## config.mk

```make
export PLATFORM = sky130hd
export DESIGN_NAME = tmr16_channel
export DESIGN_NICKNAME = d
export VERILOG_FILES = /design/src/rtl/tmr16_pkg.sv /design/src/rtl/tmr16_regfile.sv /design/src/rtl/tmr16_tick_sel.sv /design/src/rtl/tmr16_nibble.sv /design/src/rtl/tmr16_counter.sv /design/src/rtl/tmr16_irq.sv /design/src/rtl/tmr16_rdmux.sv /design/src/rtl/tmr16_channel.sv
export SDC_FILE = /design/constraint.sdc
export NUM_CORES = 1
export LEC_CHECK = 0
export BUFFER_PORTS_ARGS = -buffer_cell sky130_fd_sc_hd__buf_4
export CORE_MARGIN = 2
export CORE_UTILIZATION = 48
export CTS_BUF_LIST = sky130_fd_sc_hd__clkbuf_4 sky130_fd_sc_hd__clkbuf_8 sky130_fd_sc_hd__clkbuf_16
export DETAILED_ROUTE_END_ITERATION = 10
export PLACE_DENSITY = 0.69
export SYNTH_ARGS = -nofsm -noshare
export SYNTH_HDL_FRONTEND = slang
export SYNTH_HIERARCHICAL = 1
export SYNTH_SLANG_ARGS = --single-unit
```

## constraint.sdc

```tcl
create_clock -name clk -period 3.3 [get_ports clk]
set_clock_uncertainty 0.2 [all_clocks]
set_input_delay 0.495 -clock clk [delete_from_list [all_inputs] [get_ports clk]]
set_output_delay 0.495 -clock clk [all_outputs]
set_load 0.01 [all_outputs]
```

## src/rtl/tmr16_pkg.sv

```systemverilog
package tmr16_pkg;
  localparam int ADDR_W = 3;

  typedef enum logic [ADDR_W-1:0] {
    A_LOAD  = 3'd0,
    A_VALUE = 3'd1,
    A_CTRL  = 3'd2,
    A_CLEAR = 3'd3,
    A_TEST  = 3'd4
  } tmr_addr_e;

  typedef enum logic [1:0] {
    PS_DIV1   = 2'b00,
    PS_DIV16  = 2'b01,
    PS_DIV256 = 2'b10,
    PS_RSVD   = 2'b11
  } prescale_e;

  typedef struct packed {
    logic      run;
    logic      periodic;
    prescale_e ps;
  } ctrl_t;

  localparam int CTL_RUN_BIT = 7;
  localparam int CTL_PER_BIT = 6;
  localparam int CTL_PS_LO   = 2;
  localparam int CTL_BYTE_W  = 8;
endpackage

```

## src/rtl/tmr16_regfile.sv

```systemverilog
module tmr16_regfile
  import tmr16_pkg::*;
#(
  parameter int DATA_W = 16
) (
  input  logic                clk,
  input  logic                rst_n,
  input  logic                sel,
  input  logic                en_phase,
  input  logic                wr,
  input  logic [ADDR_W-1:0]   addr,
  input  logic [DATA_W-1:0]   wdata,
  output ctrl_t               ctrl_q,
  output logic                test_q,
  output logic [DATA_W-1:0]   load_q,
  output logic                load_wr,
  output logic                clear_wr
);
  logic wr_acc;
  logic ctrl_wr;
  logic test_wr;

  assign wr_acc   = sel & en_phase & wr;
  assign load_wr  = wr_acc & (addr == A_LOAD);
  assign ctrl_wr  = wr_acc & (addr == A_CTRL);
  assign clear_wr = wr_acc & (addr == A_CLEAR);
  assign test_wr  = wr_acc & (addr == A_TEST);

  always_ff @(posedge clk or negedge rst_n) begin
    if (!rst_n) begin
      ctrl_q <= '0;
      test_q <= 1'b0;
      load_q <= '1;
    end else begin
      if (ctrl_wr) begin
        ctrl_q.run      <= wdata[CTL_RUN_BIT];
        ctrl_q.periodic <= wdata[CTL_PER_BIT];
        ctrl_q.ps       <= prescale_e'(wdata[CTL_PS_LO +: 2]);
      end
      if (test_wr) test_q <= wdata[0];
      if (load_wr) load_q <= wdata;
    end
  end
endmodule

```

## src/rtl/tmr16_tick_sel.sv

```systemverilog
module tmr16_tick_sel
  import tmr16_pkg::*;
(
  input  logic      tick_div1,
  input  logic      tick_div16,
  input  logic      tick_div256,
  input  logic      run,
  input  prescale_e ps,
  output logic      count_en
);
  logic tick_pick;

  always_comb begin
    unique case (ps)
      PS_DIV1:  tick_pick = tick_div1;
      PS_DIV16: tick_pick = tick_div16;
      default:  tick_pick = tick_div256;
    endcase
  end

  assign count_en = run & tick_pick;
endmodule

```

## src/rtl/tmr16_nibble.sv

```systemverilog
module tmr16_nibble #(
  parameter int W = 4
) (
  input  logic [W-1:0] q,
  input  logic         en,
  output logic [W-1:0] nxt,
  output logic         borrow,
  output logic         zero_next
);
  localparam logic [W-1:0] ONE = W'(1);

  assign nxt       = en ? (q - ONE) : q;
  assign borrow    = (q == '0);
  assign zero_next = en ? (q == ONE) : (q == '0);
endmodule

```

## src/rtl/tmr16_counter.sv

```systemverilog
module tmr16_counter #(
  parameter int CNT_W = 16,
  parameter int NIB_W = 4
) (
  input  logic             clk,
  input  logic             rst_n,
  input  logic             count_en,
  input  logic             test_mode,
  input  logic             periodic,
  input  logic             load_wr,
  input  logic [CNT_W-1:0] load_data,
  input  logic [CNT_W-1:0] reload_val,
  output logic [CNT_W-1:0] value,
  output logic             hit_zero
);
  localparam int NUM_NIB = CNT_W / NIB_W;

  logic [NUM_NIB:0]   en_chain;
  logic [NUM_NIB:0]   zero_chain;
  logic [CNT_W-1:0]   dec_value;
  logic               reload;

  assign en_chain[0]   = count_en;
  assign zero_chain[0] = 1'b1;

  for (genvar i = 0; i < NUM_NIB; i++) begin : g_nib
    logic b_i;
    logic z_i;
    tmr16_nibble #(.W(NIB_W)) u_nib (
      .q        (value[i*NIB_W +: NIB_W]),
      .en       (en_chain[i]),
      .nxt      (dec_value[i*NIB_W +: NIB_W]),
      .borrow   (b_i),
      .zero_next(z_i)
    );
    assign en_chain[i+1]   = test_mode ? count_en : (en_chain[i] & b_i);
    assign zero_chain[i+1] = zero_chain[i] & z_i;
  end

  assign reload   = count_en & periodic & (value == '0);
  assign hit_zero = count_en & ~load_wr & ~reload & zero_chain[NUM_NIB];

  always_ff @(posedge clk or negedge rst_n) begin
    if (!rst_n) begin
      value <= '1;
    end else if (load_wr) begin
      value <= load_data;
    end else if (reload) begin
      value <= reload_val;
    end else if (count_en) begin
      value <= dec_value;
    end
  end
endmodule

```

## src/rtl/tmr16_irq.sv

```systemverilog
module tmr16_irq (
  input  logic clk,
  input  logic rst_n,
  input  logic set,
  input  logic clr,
  output logic irq_q
);
  always_ff @(posedge clk or negedge rst_n) begin
    if (!rst_n)   irq_q <= 1'b0;
    else if (set) irq_q <= 1'b1;
    else if (clr) irq_q <= 1'b0;
  end
endmodule

```

## src/rtl/tmr16_rdmux.sv

```systemverilog
module tmr16_rdmux
  import tmr16_pkg::*;
#(
  parameter int DATA_W = 16
) (
  input  logic [ADDR_W-1:0] addr,
  input  ctrl_t             ctrl_q,
  input  logic              test_q,
  input  logic [DATA_W-1:0] load_q,
  input  logic [DATA_W-1:0] value,
  output logic [DATA_W-1:0] rdata
);
  logic [CTL_BYTE_W-1:0] ctrl_byte;

  always_comb begin
    ctrl_byte                  = '0;
    ctrl_byte[CTL_RUN_BIT]     = ctrl_q.run;
    ctrl_byte[CTL_PER_BIT]     = ctrl_q.periodic;
    ctrl_byte[CTL_PS_LO +: 2]  = ctrl_q.ps;
  end

  always_comb begin
    unique case (addr)
      A_LOAD:  rdata = load_q;
      A_VALUE: rdata = value;
      A_CTRL:  rdata = {load_q[DATA_W-1:CTL_BYTE_W], ctrl_byte};
      A_TEST:  rdata = {load_q[DATA_W-1:1], test_q};
      default: rdata = '0;
    endcase
  end
endmodule

```

## src/rtl/tmr16_channel.sv

```systemverilog
module tmr16_channel
  import tmr16_pkg::*;
#(
  parameter int DATA_W = 16,
  parameter int NIB_W  = 4
) (
  input  logic              clk,
  input  logic              rst_n,
  input  logic              sel,
  input  logic              en_phase,
  input  logic              wr,
  input  logic [ADDR_W-1:0] addr,
  input  logic [DATA_W-1:0] wdata,
  input  logic              tick_div1,
  input  logic              tick_div16,
  input  logic              tick_div256,
  output logic              irq,
  output logic [DATA_W-1:0] rdata
);
  ctrl_t             ctrl_q;
  logic              test_q;
  logic [DATA_W-1:0] load_q;
  logic              load_wr;
  logic              clear_wr;
  logic              count_en;
  logic [DATA_W-1:0] cnt_value;
  logic              hit_zero;
  logic              run_q;
  logic              periodic_q;

  assign run_q      = ctrl_q.run;
  assign periodic_q = ctrl_q.periodic;

  tmr16_regfile #(.DATA_W(DATA_W)) u_regs (
    .clk     (clk),
    .rst_n   (rst_n),
    .sel     (sel),
    .en_phase(en_phase),
    .wr      (wr),
    .addr    (addr),
    .wdata   (wdata),
    .ctrl_q  (ctrl_q),
    .test_q  (test_q),
    .load_q  (load_q),
    .load_wr (load_wr),
    .clear_wr(clear_wr)
  );

  tmr16_tick_sel u_tick (
    .tick_div1  (tick_div1),
    .tick_div16 (tick_div16),
    .tick_div256(tick_div256),
    .run        (run_q),
    .ps         (ctrl_q.ps),
    .count_en   (count_en)
  );

  tmr16_counter #(.CNT_W(DATA_W), .NIB_W(NIB_W)) u_cnt (
    .clk       (clk),
    .rst_n     (rst_n),
    .count_en  (count_en),
    .test_mode (test_q),
    .periodic  (periodic_q),
    .load_wr   (load_wr),
    .load_data (wdata),
    .reload_val(load_q),
    .value     (cnt_value),
    .hit_zero  (hit_zero)
  );

  tmr16_irq u_irq (
    .clk  (clk),
    .rst_n(rst_n),
    .set  (hit_zero),
    .clr  (clear_wr),
    .irq_q(irq)
  );

  tmr16_rdmux #(.DATA_W(DATA_W)) u_rd (
    .addr  (addr),
    .ctrl_q(ctrl_q),
    .test_q(test_q),
    .load_q(load_q),
    .value (cnt_value),
    .rdata (rdata)
  );
endmodule

```

==> flow_summary_export.csv <==
group,metric,value,unit
status,outcome,"complete, no violations",
route,routed_wirelength,8150,um
route,drt_pass1_iterations,4,
floorplan,placement_rows,29,
route,vias,2695,
worst_setup_path,crit_path_max_incr_delay,420,ps
synthesis,synth_fp_nets,357,
worst_setup_path,worstSetupPathType,"reg -> reg",
layout,fraction_of_final_layout_cells_sized_beyond_drive_strength_1,35.8,%
route,drtIter0Drc,210,
placement,placed_cell_area,3500,sq um
clocking,numClockSinks,38,
layout,layout_common_cells,"sky130_fd_sc_hd__buf_4, sky130_fd_sc_hd__dfstp_2, sky130_fd_sc_hd__nand2_1, sky130_fd_sc_hd__nor3b_1, sky130_fd_sc_hd__inv_1",
worst_setup_path,r2r_start,"u_cnt/value[1]",
sta,finalMaxSlewViolations,0,
placement,dpl_worst_slack,261,ps
sta,timing.final.ws_setup,288,ps
worst_setup_path,worst_setup_path_start_kind,"flip-flop",
route,vias_per_cell,6.20,
worst_setup_path,cp.arrival,3030,ps
sta,slew_headroom,23.8,%
floorplan,floorplan.io_pins,44,
placement,io_buffers,43,
clocking,clk_path_buf_depth,2,
worst_hold_path,hold_path_startpoint,"wdata[13]",
floorplan,die_h,85.2,um
worst_setup_path,worst-path-buf-inv,1,
worst_setup_path,required,3320,ps
floorplan,die_extent_in_x,85.2,um
sta,tightest_slew,1140,ps
grt,grt_start_max_net_pins,39,
layout,fillerInstances,595,
placement,dp.final_hpwl,5440,um
layout,fin_util,57.0,%
synthesis,ys_warn_count,6,
floorplan,initial_core_util,49.8,%
synthesis,syn_area_per_cell,9.82,sq um
grt,grt.overflow.total,0,
layout,num-nets-final,392,
grt,grt.total_usage,23.0,%
layout,flow.area_growth_from_synthesis,14.5,%
worst_setup_path,worstReg2RegEnd,"u_cnt/value[15]",
route,drtAntennaViolNets,0,
sta,layout_min_cycle_time,3010,ps
grt,antenna_violations_before_repair,0,
worst_setup_path,path_max_fanout,6,
placement,gp_congestion,0.913,
worst_setup_path,worst-r2r-setup-slack,290,ps
worst_setup_path,critical_path_s_top_delay_family,"simple AND/OR/NAND/NOR gates",
clocking,cts-htree-levels,2,
floorplan,core_area,6350,sq um
floorplan,design.die.area,7250,sq um
route,drc,0,
clocking,cts.root.buffer_cell,"sky130_fd_sc_hd__clkbuf_8",
worst_setup_path,critical-path-slowest-cell,"sky130_fd_sc_hd__dfstp_2",
flow_run,timing.max_cap.violations,0,
sta,final.setup.tns,0,ps
route,detail_route.wl_per_cell,18.7,um
clocking,clk_pin_slew,90,ps
sta,finalHoldViolCount,0,
power_and_ir_drop,vdd_drop_max,0.321,mV
clocking,numCtsBuffers,5,
grt,grt_pass1_vias,2667,
sta,fin_hold_ws,226,ps
worst_hold_path,timing.hold.worst_endpoint,"u_regs/load_q[13]",
layout,diodes,0,
grt,wire_length_of_the_first_global_routing_pass,13500,um
clocking,clock_insertion_delay_worst_skew,300,ps
clocking,post_cts.resized_instances,0,
power_and_ir_drop,power.density,673,nW/um^2
worst_setup_path,reg2regPathDepth,12,
clocking,cts_tree,"yes",
worst_setup_path,path_cells,"inv_1 -> ha_1 -> nor3b_1 -> o21a_1 -> o21a_1 -> nor2b_1 -> nor4b_4 -> xor2_1 -> nand3b_1 -> a31oi_1 -> a41oi_1 -> o211ai_1",
sta,achievable-frequency,332,MHz
sta,grt_setup_unrepaired,"no",
synthesis,post_synth_inst_count,322,
worst_hold_path,hold_path.class,"in -> reg",
synthesis,synth_cell_area,3160,sq um
power_and_ir_drop,total_leakage_power,1.44,nW
sta,final_setup_violation_count,0,
sta,finalCritPeriodShare,91.3,%
worst_setup_path,timing.critical_path.to_type,"flip-flop",
layout,mostFrequentLayoutCell,"sky130_fd_sc_hd__buf_4",
layout,layout.cell_area.non_filler,3620,sq um
worst_setup_path,path_common_cell,"sky130_fd_sc_hd__o21a_1",
worst_hold_path,whs_path_depth,2,
[final cells by class]
class | count | area, sq um | area share (%)
Sequential cell | 38 | 991 | 27.4
Inverter | 18 | 67.6 | 1.87
Clock buffer | 5 | 68.8 | 1.90
Timing Repair Buffer | 55 | 415 | 11.5
Multi-Input combinational cell | 239 | 1940 | 53.5
Tap cell | 77 | 96.3 | 2.66
Clock inverter | 3 | 45.0 | 1.24
[layer usage]
layer / part of all wire, % / GRT usage [%] / vias up
li1: - / - / 1286
met5: 0 / 0 / -
met1: 44 / 31.9 / 1317
met4: 1.1 / 9.09 / 0
met2: 49 / 37.0 / 84
met3: 5.5 / 2.43 / 8
[worst max path at each step]
stage              startpoint         endpoint  slack (ps)  depth (start not counted)
5_1_grt        u_cnt/value[1]  u_cnt/value[15]          60                         12
3_3_place_gp       tick_div16  u_cnt/value[15]         340                         12
2_1_floorplan      tick_div16  u_cnt/value[15]         210                         12
3_5_place_dp       tick_div16  u_cnt/value[15]         260                         12
6_report       u_cnt/value[1]  u_cnt/value[15]         290                         12
4_1_cts        u_cnt/value[1]  u_cnt/value[15]         300                         12
[stage by stage]
step	total power [W]	instances
floorplan	0.00170	322
global placement	0.00199	426
detailed placement	0.00202	426
CTS	0.00245	435
global route	0.00261	435
finish	0.00244	435
[timing repair]
action / in CTS / in global routing
hold endpoints to repair: 6 / 0
setup endpoints to repair: 0 / 0
hold buffers: 1 / 0
buffers inserted: 0 / 0
[registers in the layout (all words and copies together), names as in the netlist]
name,flops
u_cnt/value,16
u_irq/irq_q,1
u_regs/ctrl_q,4
u_regs/load_q,16
u_regs/test_q,1
[where the power goes]
| group | total (W) | internal [W] | leakage (nW) | switching (W) |
|---|---|---|---|---|
| clock | 0.000418 | 0.000225 | 0.0504 | 0.000192 |
| sequential | 0.00106 | 0.000737 | 0.413 | 0.000320 |
| combinational | 0.000961 | 0.000493 | 0.977 | 0.000468 |
Note: power is estimated with default switching activity, not from simulation.
